$ cat config.mk
export PLATFORM = sky130hd
export DESIGN_NAME = ctl_status_bank
export DESIGN_NICKNAME = d
export VERILOG_FILES = /design/src/rtl/ctl_status_pkg.sv /design/src/rtl/ctl_status_cmd_decode.sv /design/src/rtl/ctl_status_flag.sv /design/src/rtl/ctl_status_irq.sv /design/src/rtl/ctl_status_bank.sv
export SDC_FILE = /design/constraint.sdc
export NUM_CORES = 1
export LEC_CHECK = 0
export BUFFER_PORTS_ARGS = -buffer_cell sky130_fd_sc_hd__buf_2
export CAP_MARGIN = 20
export CORE_MARGIN = 2
export CORE_UTILIZATION = 37
export DETAILED_ROUTE_END_ITERATION = 8
export PLACE_DENSITY = 0.86
export SETUP_SLACK_MARGIN = 0.4
export SYNTH_ARGS = -nofsm -noshare
export SYNTH_HDL_FRONTEND = slang
export SYNTH_HIERARCHICAL = 1
export SYNTH_SLANG_ARGS = --single-unit
export TNS_END_PERCENT = 50
$ cat constraint.sdc
create_clock -name clk -period 1.22 [get_ports clk]
set_input_delay 0 -clock clk [delete_from_list [all_inputs] [get_ports clk]]
set_output_delay 0 -clock clk [all_outputs]
set_load 0.03 [all_outputs]
$ cat src/rtl/ctl_status_pkg.sv
// Package: shared constants and bit-map functions for the status flag bank.
// Flag index order used internally:
//   0 enable, 1 master select, 2 mode error, 3 tx overflow,
//   4 rx overflow, 5 abort, 6 tx underflow, 7 rx underflow.
package ctl_status_pkg;

    localparam int NUM_FLAGS   = 8;
    localparam int CMD_WIDTH   = 16;
    localparam int STAT_WIDTH  = 16;
    localparam int NUM_HW_SRC  = 6;
    localparam int NUM_GATES   = 5;
    localparam int BUSY_POS    = 13;
    localparam int NO_SOURCE   = -1;

    // Flags that feed the error interrupt (the six error flags).
    localparam logic [NUM_FLAGS-1:0] ERR_FLAG_MASK = 8'b1111_1100;

    // Position of each flag in the readable status word.
    function automatic int flag_stat_pos(input int idx);
        case (idx)
            0: return 0;
            1: return 1;
            2: return 7;
            3: return 8;
            4: return 9;
            5: return 10;
            6: return 11;
            default: return 12;
        endcase
    endfunction

    // Command bit that sets each flag.
    function automatic int flag_set_bit(input int idx);
        case (idx)
            0: return 1;
            1: return 3;
            2: return 7;
            3: return 12;
            4: return 13;
            5: return 14;
            6: return 15;
            default: return 5;
        endcase
    endfunction

    // Command bit that clears each flag.
    function automatic int flag_clr_bit(input int idx);
        case (idx)
            0: return 0;
            1: return 2;
            2: return 6;
            3: return 8;
            4: return 9;
            5: return 10;
            6: return 11;
            default: return 4;
        endcase
    endfunction

    // Hardware pulse index feeding each flag, or NO_SOURCE.
    function automatic int flag_hw_src(input int idx);
        return (idx < 2) ? NO_SOURCE : idx - 2;
    endfunction

    // Enable line gating each flag's hardware source, or NO_SOURCE (ungated).
    function automatic int flag_gate(input int idx);
        return (idx < 3) ? NO_SOURCE : idx - 3;
    endfunction

endpackage

$ cat src/rtl/ctl_status_cmd_decode.sv
// Module: ctl_status_cmd_decode
// Turns a command word write into per-flag set and clear requests.
// Assumes: cmd_wr qualifies cmd_data for one cycle; bit map from the package.
module ctl_status_cmd_decode
    import ctl_status_pkg::*;
#(
    parameter int N_FLAGS = NUM_FLAGS,
    parameter int CMD_W   = CMD_WIDTH
) (
    input  logic               cmd_wr,
    input  logic [CMD_W-1:0]   cmd_data,
    output logic [N_FLAGS-1:0] set_req,
    output logic [N_FLAGS-1:0] clr_req
);

    // One set and one clear request per flag, each taken from its own command bit.
    for (genvar i = 0; i < N_FLAGS; i++) begin : g_req
        localparam int SB = flag_set_bit(i);
        localparam int CB = flag_clr_bit(i);
        assign set_req[i] = cmd_wr & cmd_data[SB];
        assign clr_req[i] = cmd_wr & cmd_data[CB];
    end

endmodule

$ cat src/rtl/ctl_status_flag.sv
// Module: ctl_status_flag
// One sticky flag. A hardware set has top priority. A software set or clear
// acts only when it is alone; set and clear together hold the value.
// Assumes: synchronous active-low reset; hw_set already gated by its enable.
module ctl_status_flag (
    input  logic clk,
    input  logic rst_n,
    input  logic sw_set,
    input  logic sw_clr,
    input  logic hw_set,
    output logic flag_q
);

    // Flag register update: reset, then hardware set, then lone software set/clear.
    always_ff @(posedge clk) begin
        if (!rst_n)
            flag_q <= 1'b0;
        else if (hw_set)
            flag_q <= 1'b1;
        else if (sw_set && !sw_clr)
            flag_q <= 1'b1;
        else if (sw_clr && !sw_set)
            flag_q <= 1'b0;
    end

    // a lone software set takes effect after the edge.
    p_sw_set_r2: assert property (@(posedge clk) disable iff (!rst_n)
        $past(rst_n && sw_set && !sw_clr) |-> flag_q);

    // a lone software clear with no hardware event empties the flag.
    p_sw_clr_r3: assert property (@(posedge clk) disable iff (!rst_n)
        $past(rst_n && sw_clr && !sw_set && !hw_set) |-> !flag_q);

    // with no request of any kind the flag holds.
    p_idle_hold_r4: assert property (@(posedge clk) disable iff (!rst_n)
        $past(rst_n && !sw_set && !sw_clr && !hw_set) |-> $stable(flag_q));

    // set and clear together, without hardware, hold the flag.
    p_both_hold_r5: assert property (@(posedge clk) disable iff (!rst_n)
        $past(rst_n && sw_set && sw_clr && !hw_set) |-> $stable(flag_q));

    // a hardware set is never lost to a simultaneous clear.
    p_hw_wins_r8: assert property (@(posedge clk) disable iff (!rst_n)
        $past(rst_n && hw_set) |-> flag_q);

endmodule

$ cat src/rtl/ctl_status_irq.sv
// Module: ctl_status_irq
// Combines the selected flags into one level interrupt.
// Assumes: MASK marks the flags that count as errors.
module ctl_status_irq #(
    parameter int                 N_FLAGS = 8,
    parameter logic [N_FLAGS-1:0] MASK    = '1
) (
    input  logic [N_FLAGS-1:0] flags,
    output logic               irq
);

    // Interrupt is the OR of all masked flags.
    always_comb begin
        irq = |(flags & MASK);
    end

endmodule

$ cat src/rtl/ctl_status_bank.sv
// Module: ctl_status_bank (top)
// Status word of a serial controller: enable, master select and six sticky
// error flags, driven by a write-one command word and gated hardware pulses.
// Assumes: hw_err bits are single-cycle pulses; err_enable is static per cycle.
module ctl_status_bank
    import ctl_status_pkg::*;
#(
    parameter int CMD_W  = CMD_WIDTH,
    parameter int STAT_W = STAT_WIDTH,
    parameter int HW_W   = NUM_HW_SRC,
    parameter int GATE_W = NUM_GATES
) (
    input  logic              clk,
    input  logic              rst_n,
    input  logic              cmd_wr,
    input  logic [CMD_W-1:0]  cmd_data,
    input  logic [GATE_W-1:0] err_enable,
    input  logic [HW_W-1:0]   hw_err,
    input  logic              busy_in,
    output logic [STAT_W-1:0] status,
    output logic              err_irq
);

    localparam int NF = NUM_FLAGS;

    logic [NF-1:0] set_req;
    logic [NF-1:0] clr_req;
    logic [NF-1:0] hw_set;
    logic [NF-1:0] flag_q;

    ctl_status_cmd_decode #(
        .N_FLAGS (NF),
        .CMD_W   (CMD_W)
    ) u_decode (
        .cmd_wr   (cmd_wr),
        .cmd_data (cmd_data),
        .set_req  (set_req),
        .clr_req  (clr_req)
    );

    for (genvar i = 0; i < NF; i++) begin : g_flag
        localparam int HWI = flag_hw_src(i);
        localparam int GI  = flag_gate(i);

        // Hardware set path: none, ungated, or gated by its enable line.
        if (HWI == NO_SOURCE) begin : g_nohw
            assign hw_set[i] = 1'b0;
        end else if (GI == NO_SOURCE) begin : g_ungated
            assign hw_set[i] = hw_err[HWI];
        end else begin : g_gated
            assign hw_set[i] = hw_err[HWI] & err_enable[GI];

            // with its enable off and no software set, a clear flag stays clear.
            p_gate_block_r7: assert property (@(posedge clk) disable iff (!rst_n)
                ($past(rst_n) && !$past(flag_q[i]) && !$past(err_enable[GI])
                 && !$past(set_req[i])) |-> !flag_q[i]);
        end

        ctl_status_flag u_flag (
            .clk    (clk),
            .rst_n  (rst_n),
            .sw_set (set_req[i]),
            .sw_clr (clr_req[i]),
            .hw_set (hw_set[i]),
            .flag_q (flag_q[i])
        );
    end

    // Status word assembly: flags at their positions, live busy, zeros elsewhere.
    always_comb begin
        status = '0;
        for (int i = 0; i < NF; i++) begin
            status[flag_stat_pos(i)] = flag_q[i];
        end
        status[BUSY_POS] = busy_in;
    end

    ctl_status_irq #(
        .N_FLAGS (NF),
        .MASK    (ERR_FLAG_MASK)
    ) u_irq (
        .flags (flag_q),
        .irq   (err_irq)
    );

    // interrupt agrees with the error field of the status word.
    p_irq_match_r9: assert property (@(posedge clk) disable iff (!rst_n)
        err_irq == (status[12:7] != 6'd0));

endmodule

==> flow_summary_export.csv, run 1 <==
group,metric,value,unit
layout,regMostFlops,"g_flag.u_flag/flag_q",
synth,yosysWarnings,6,
setup_path,endpoint_kind,"output pin",
timing,final_max_slew_viol_count,0,
global_routing,track_usage,0.149,
setup_path,r2r-end,"g_flag[4].u_flag/flag_q",
layout,syn2layout_area_growth,43.1,%
placed_design,gp_congestion,0.602,
setup_path,critical_path_class,"reg -> out",
layout,fillCellCount,157,
die,core,1510,um^2
timing,max_freq,0.944,GHz
die,die_h,44.1,um
clock_tree,root_buffer,"clkbuf_4",
layout,final_cell_mix,"36 x buf_2, 12 x and2_2, 11 x conb_1",
layout,largest_reg_flops,8,
min_path,holdCritStartpoint,"busy_in",
die,dieArea,1950,um^2
job,maxCapViolCount,0,
min_path,hp-class,"in -> out",
setup_path,rr_startpoint,"g_flag[4].u_flag/flag_q",
timing,setup_viol,0,
drt,dr_total_vias,603,
clock_tree,h-tree-depth,1,
layout,antenna_cells,0,
layout,nets,143,
die,io_pins,48,
global_routing,grt_pass1_vias,557,
drt,antenna_left,0,
clock_tree,cts_max_path_buffers,2,
synth,post_synth_num_cell_types,12,
global_routing,grt-ovfl-total,0,
placed_design,io_buffers,38,
timing,rsz0062_at_grt,"true",
min_path,hold_depth,0,
drt,drc,0,
drt,drtIter0Drc,7,
synth,synth-simple-area-share,0.471,
setup_path,cp.arrival,1.06,ns
drt,avgRoutedWirePerCell,10.8,um
timing,final_hold_viol_count,0,
synth,avgSynthCellArea,9.02,um^2
global_routing,grt_max_degree,17,
clock_tree,clock_latency,0.25,ns
power_and_ir_drop,peakVddDrop,0.562,mV
power_and_ir_drop,power.leakage,0.444,nW
synth,ys_ff_latch,8,
clock_tree,cts_tree,"built",
timing,skew,0,ns
timing,fin_setup_tns,0,ns
layout,final_common_cell,"buf_2",
clock_tree,hold_buffers,0,
synth,synthCells,66,
drt,dr.pass1.iters,3,
setup_path,start_kind,"flip-flop",
synth,yosys.area_share.adder,0,
clock_tree,cts_buffers,3,
power_and_ir_drop,powerDensity,933,nW/um^2
synth,netlist_area,596,um^2
synth,synth_compound_area_frac,0.134,
setup_path,critical_path_required,1.22,ns
synth,synthMuxAreaShare,0,
setup_path,ff2ff_path_depth,3,
drt,vias_per_cell,4.75,
placed_design,dp_cells,121,
synth,synth_xor_area_frac,0,
die,die_x,44.1,um
setup_path,r2r_setup_slack,0.27,ns
placed_design,dp_hpwl,1120,um
layout,fin_cells,127,
global_routing,grt_pass1_wl,2150,um
die,start_util,0.395,
setup_path,path_max_fanout,2,
layout,reg.largest.list,"g_flag.u_flag/flag_q: 8 flops",
synth,yosysSeqAreaShare,0.269,
synth,synth_top_family_by_area,"simple AND/OR/NAND/NOR gates",
clock_tree,cts.sink_count,8,
die,std_cell_rows,14,
layout,final_layout_size_suffix_gt1_frac,0.568,
global_routing,antenna_found_initial,0,
drt,wl,1370,um
clock_tree,path_clk_slew,0.05,ns
timing,min_period,1.06,ns
timing,min_period_over_period,0.868,
min_path,worstHoldEndpoint,"status[13]",
status,status,"complete, no violations",
[worst max-delay path: stages, from the launching register on]
cell and delay (ns):
dfxtp_2 0.32, nor4_2 0.25, nand2_1 0.10, buf_6 0.15
[where the power goes]
part	total, W	switching (W)	internal, W
Sequential	0.000304	0.0000172	0.000287
Combinational	0.000271	0.000146	0.000124
Clock	0.000220	0.0000950	0.000125
Total	0.000795	0.000259	0.000536
[cell type report]
class	instances	area [um^2]	share of cell area
Tap cell	16	20.0	0.0235
Sequential cell	8	176	0.207
Multi-Input combinational cell	59	408	0.479
Clock buffer	4	26.3	0.0308
Timing Repair Buffer	40	221	0.260
[synthesized netlist by cell type, drive strengths merged]
cell type	number	share of area
o311a	8	0.13
or3b	8	0.12
conb	1	0.0063
nor2b	8	0.084
nor2	1	0.0063
nor4	1	0.011
nand2	1	0.0063
dfxtp	8	0.27
buf	9	0.12
and2	21	0.25
[cells by family (layout without fill, tap and decap cells)]
| kind of cell | after synthesis | count (layout) |
|---|---|---|
| DFF | 8 | 8 |
| and+or+nand+nor | 40 | 40 |
| other | 1 | 11 |
| AOI/OAI and AO/OA | 8 | 8 |
| buffers and inverters | 9 | 44 |
[worst max-delay path by stage]
stage	startpoint	endpoint	slack, ns	cells past startpoint
2_1_floorplan	g_flag[1].u_flag/flag_q	g_flag[1].u_flag/flag_q	0.35	1
3_3_place_gp	cmd_wr	g_flag[0].u_flag/flag_q	0.25	4
3_5_place_dp	cmd_wr	g_flag[0].u_flag/flag_q	0.21	4
4_1_cts	g_flag[4].u_flag/flag_q	err_irq	0.14	3
5_1_grt	g_flag[4].u_flag/flag_q	err_irq	0.11	3
6_report	g_flag[4].u_flag/flag_q	err_irq	0.16	3
[timing repair]
| item | CTS | global route |
|---|---|---|
| endpoints found under the setup margin | 1 | 6 |
| buffers inserted | 1 | 1 |
| gates resized for setup | 3 | 4 |
| pin swaps | 2 | 2 |
[layer usage]
metal  track usage  wire length (um)
met5             0                 0
met4        0.0606                 0
met1         0.161               529
met2         0.271               721
met3        0.0408               122
[stage by stage]
stage | worst slack [ns] | power (W) | cell area, um^2 | util | hold WS [ns]
6_report | 0.161 | 0.000795 | 852 | 0.566 | 0.0000132
3_5_place_dp | 0.212 | 0.000557 | 788 | 0.523 | 0.000354
4_1_cts | 0.138 | 0.000795 | 835 | 0.554 | 0.000354
3_3_place_gp | 0.247 | 0.000549 | 788 | 0.523 | 0.000354
5_1_grt | 0.109 | 0.000847 | 852 | 0.566 | 0.0000964
2_1_floorplan | 0.348 | 0.000496 | 649 | - | 0.121
Power figures use the tool's default switching activity.
==> run 2, diff against run 1 <==
--- a/config.mk
+++ b/config.mk
@@ -11,6 +11,7 @@
 export CORE_UTILIZATION = 37
 export DETAILED_ROUTE_END_ITERATION = 8
 export PLACE_DENSITY = 0.86
+export REMOVE_ABC_BUFFERS = 1
 export SETUP_SLACK_MARGIN = 0.4
 export SYNTH_ARGS = -nofsm -noshare
 export SYNTH_HDL_FRONTEND = slang
==> run 2 against run 1 <==
Effect of this change:
- combinational power up 2%
- maximum frequency decreased by 0.26%
- hold slack hardly changed
- first-iteration DRC count is 29% lower
- sequential share of layout area fell by 1.5 points
- register-to-register slack about the same
- global-route usage about the same
- die area unchanged
- wire length down 2.7%
- largest power group unchanged
- clock skew stayed put
- sequential power hardly changed
- final cell count shrank 0.79%
==> flow_summary_export.csv, run 2 (synthesized netlist as in run 1, its figures left out) <==
group,metric,value,unit
clock_tree,cts_tree,"built",
clock_tree,path_clk_slew,0.06,ns
die,die_h,44.1,um
layout,regMostFlops,"g_flag.u_flag/flag_q",
setup_path,critical_path_required,1.22,ns
setup_path,r2r-end,"g_flag[4].u_flag/flag_q",
setup_path,start_kind,"flip-flop",
status,status,"complete, no violations",
drt,drc,0,
timing,min_period_over_period,0.870,
setup_path,r2r_setup_slack,0.27,ns
die,dieArea,1950,um^2
min_path,hp-class,"in -> out",
placed_design,io_buffers,38,
clock_tree,cts.sink_count,8,
die,die_x,44.1,um
timing,final_max_slew_viol_count,0,
placed_design,gp_congestion,0.632,
setup_path,ff2ff_path_depth,3,
timing,setup_viol,0,
timing,min_period,1.06,ns
setup_path,path_max_fanout,2,
die,start_util,0.395,
layout,final_cell_mix,"35 x buf_2, 12 x and2_2, 11 x conb_1",
global_routing,grt_pass1_vias,582,
min_path,holdCritStartpoint,"busy_in",
timing,skew,0,ns
setup_path,cp.arrival,1.06,ns
global_routing,grt_pass1_wl,2200,um
drt,antenna_left,0,
min_path,hold_depth,0,
global_routing,track_usage,0.149,
die,core,1510,um^2
timing,rsz0062_at_grt,"true",
die,std_cell_rows,14,
layout,final_layout_size_suffix_gt1_frac,0.527,
setup_path,critical_path_class,"reg -> out",
die,io_pins,48,
drt,wl,1340,um
layout,reg.largest.list,"g_flag.u_flag/flag_q: 8 flops",
layout,postLayoutCoreUtil,0.561,
power_and_ir_drop,powerDensity,924,nW/um^2
power_and_ir_drop,power.leakage,0.442,nW
layout,fillCellCount,135,
layout,largest_reg_flops,8,
drt,dr.pass1.iters,4,
power_and_ir_drop,peakVddDrop,0.516,mV
global_routing,grt-ovfl-total,0,
drt,avgRoutedWirePerCell,10.6,um
clock_tree,hold_buffers,0,
setup_path,endpoint_kind,"output pin",
clock_tree,cts_max_path_buffers,2,
placed_design,dp_hpwl,1130,um
clock_tree,root_buffer,"clkbuf_4",
timing,final_hold_viol_count,0,
global_routing,antenna_found_initial,0,
drt,vias_per_cell,4.79,
clock_tree,clock_latency,0.24,ns
clock_tree,cts_buffers,3,
clock_tree,h-tree-depth,1,
job,maxCapViolCount,0,
timing,max_freq,0.942,GHz
setup_path,rr_startpoint,"g_flag[4].u_flag/flag_q",
timing,fin_setup_tns,0,ns
drt,dr_total_vias,604,
layout,syn2layout_area_growth,42.0,%
layout,final_common_cell,"buf_2",
drt,drtIter0Drc,5,
min_path,worstHoldEndpoint,"status[13]",
global_routing,grt_max_degree,17,
layout,antenna_cells,0,
layout,nets,143,
==> run 2: area by class of cell <==
cell class	count	area, um^2	area share
tap	16	20.0	0.0237
timing repair buffer	40	224	0.265
multi-input combinational	59	417	0.493
sequential	8	163	0.192
clock buffer	3	22.5	0.0266
==> run 2: timing repair <==
| item | CTS | global route |
|---|---|---|
| gates cloned | 0 | 0 |
| setup buffers | 1 | 1 |
| resized for setup | 6 | 5 |
| setup endpoints to repair | 5 | 7 |
| pin swaps | 2 | 2 |
==> run 2: worst max path at each step <==
stage / startpoint / to / slack [ns] / depth (start not counted)
floorplan: g_flag[7].u_flag/flag_q / err_irq / 0.30 / 2
global placement: cmd_wr / g_flag[0].u_flag/flag_q / 0.25 / 4
detailed placement: cmd_wr / g_flag[0].u_flag/flag_q / 0.22 / 4
CTS: g_flag[4].u_flag/flag_q / err_irq / 0.13 / 3
global route: g_flag[4].u_flag/flag_q / err_irq / 0.1 / 3
finish: g_flag[4].u_flag/flag_q / err_irq / 0.16 / 3
==> run 2: power breakdown <==
| group | switching (W) | leakage, nW | internal, W | total, W |
|---|---|---|---|---|
| combinational | 0.000146 | 0.360 | 0.000129 | 0.000276 |
| clock | 0.0000867 | 0.0138 | 0.000112 | 0.000199 |
| sequential | 0.0000206 | 0.0673 | 0.000286 | 0.000307 |
| total | 0.000254 | 0.442 | 0.000528 | 0.000782 |
==> run 2: per-layer routing <==
| metal | global-route usage | wire length (um) |
|---|---|---|
| met1 | 0.162 | 521 |
| met3 | 0.0449 | 121 |
| met2 | 0.271 | 693 |
| met5 | 0 | 0 |
| met4 | 0.0545 | 0 |
==> run 2: stage by stage <==
stage               setup slack [ns]  total power, W  hold slack [ns]  cells  area [um^2]
global route                  0.0957        0.000836         0.000174    126          846
finish                         0.158        0.000782        0.0000652    126          846
CTS                            0.128        0.000778         0.000205    125          820
detailed placement             0.218        0.000555         0.000205    121          772
global placement               0.253        0.000546         0.000205    121          772
floorplan                      0.304        0.000465                0     67          562
==> run 2: worst max-delay path: stages, from the launching register on <==
cell     delay (ns)
dfxtp_2        0.33
nor4_4         0.25
nand2_1        0.09
buf_6          0.14
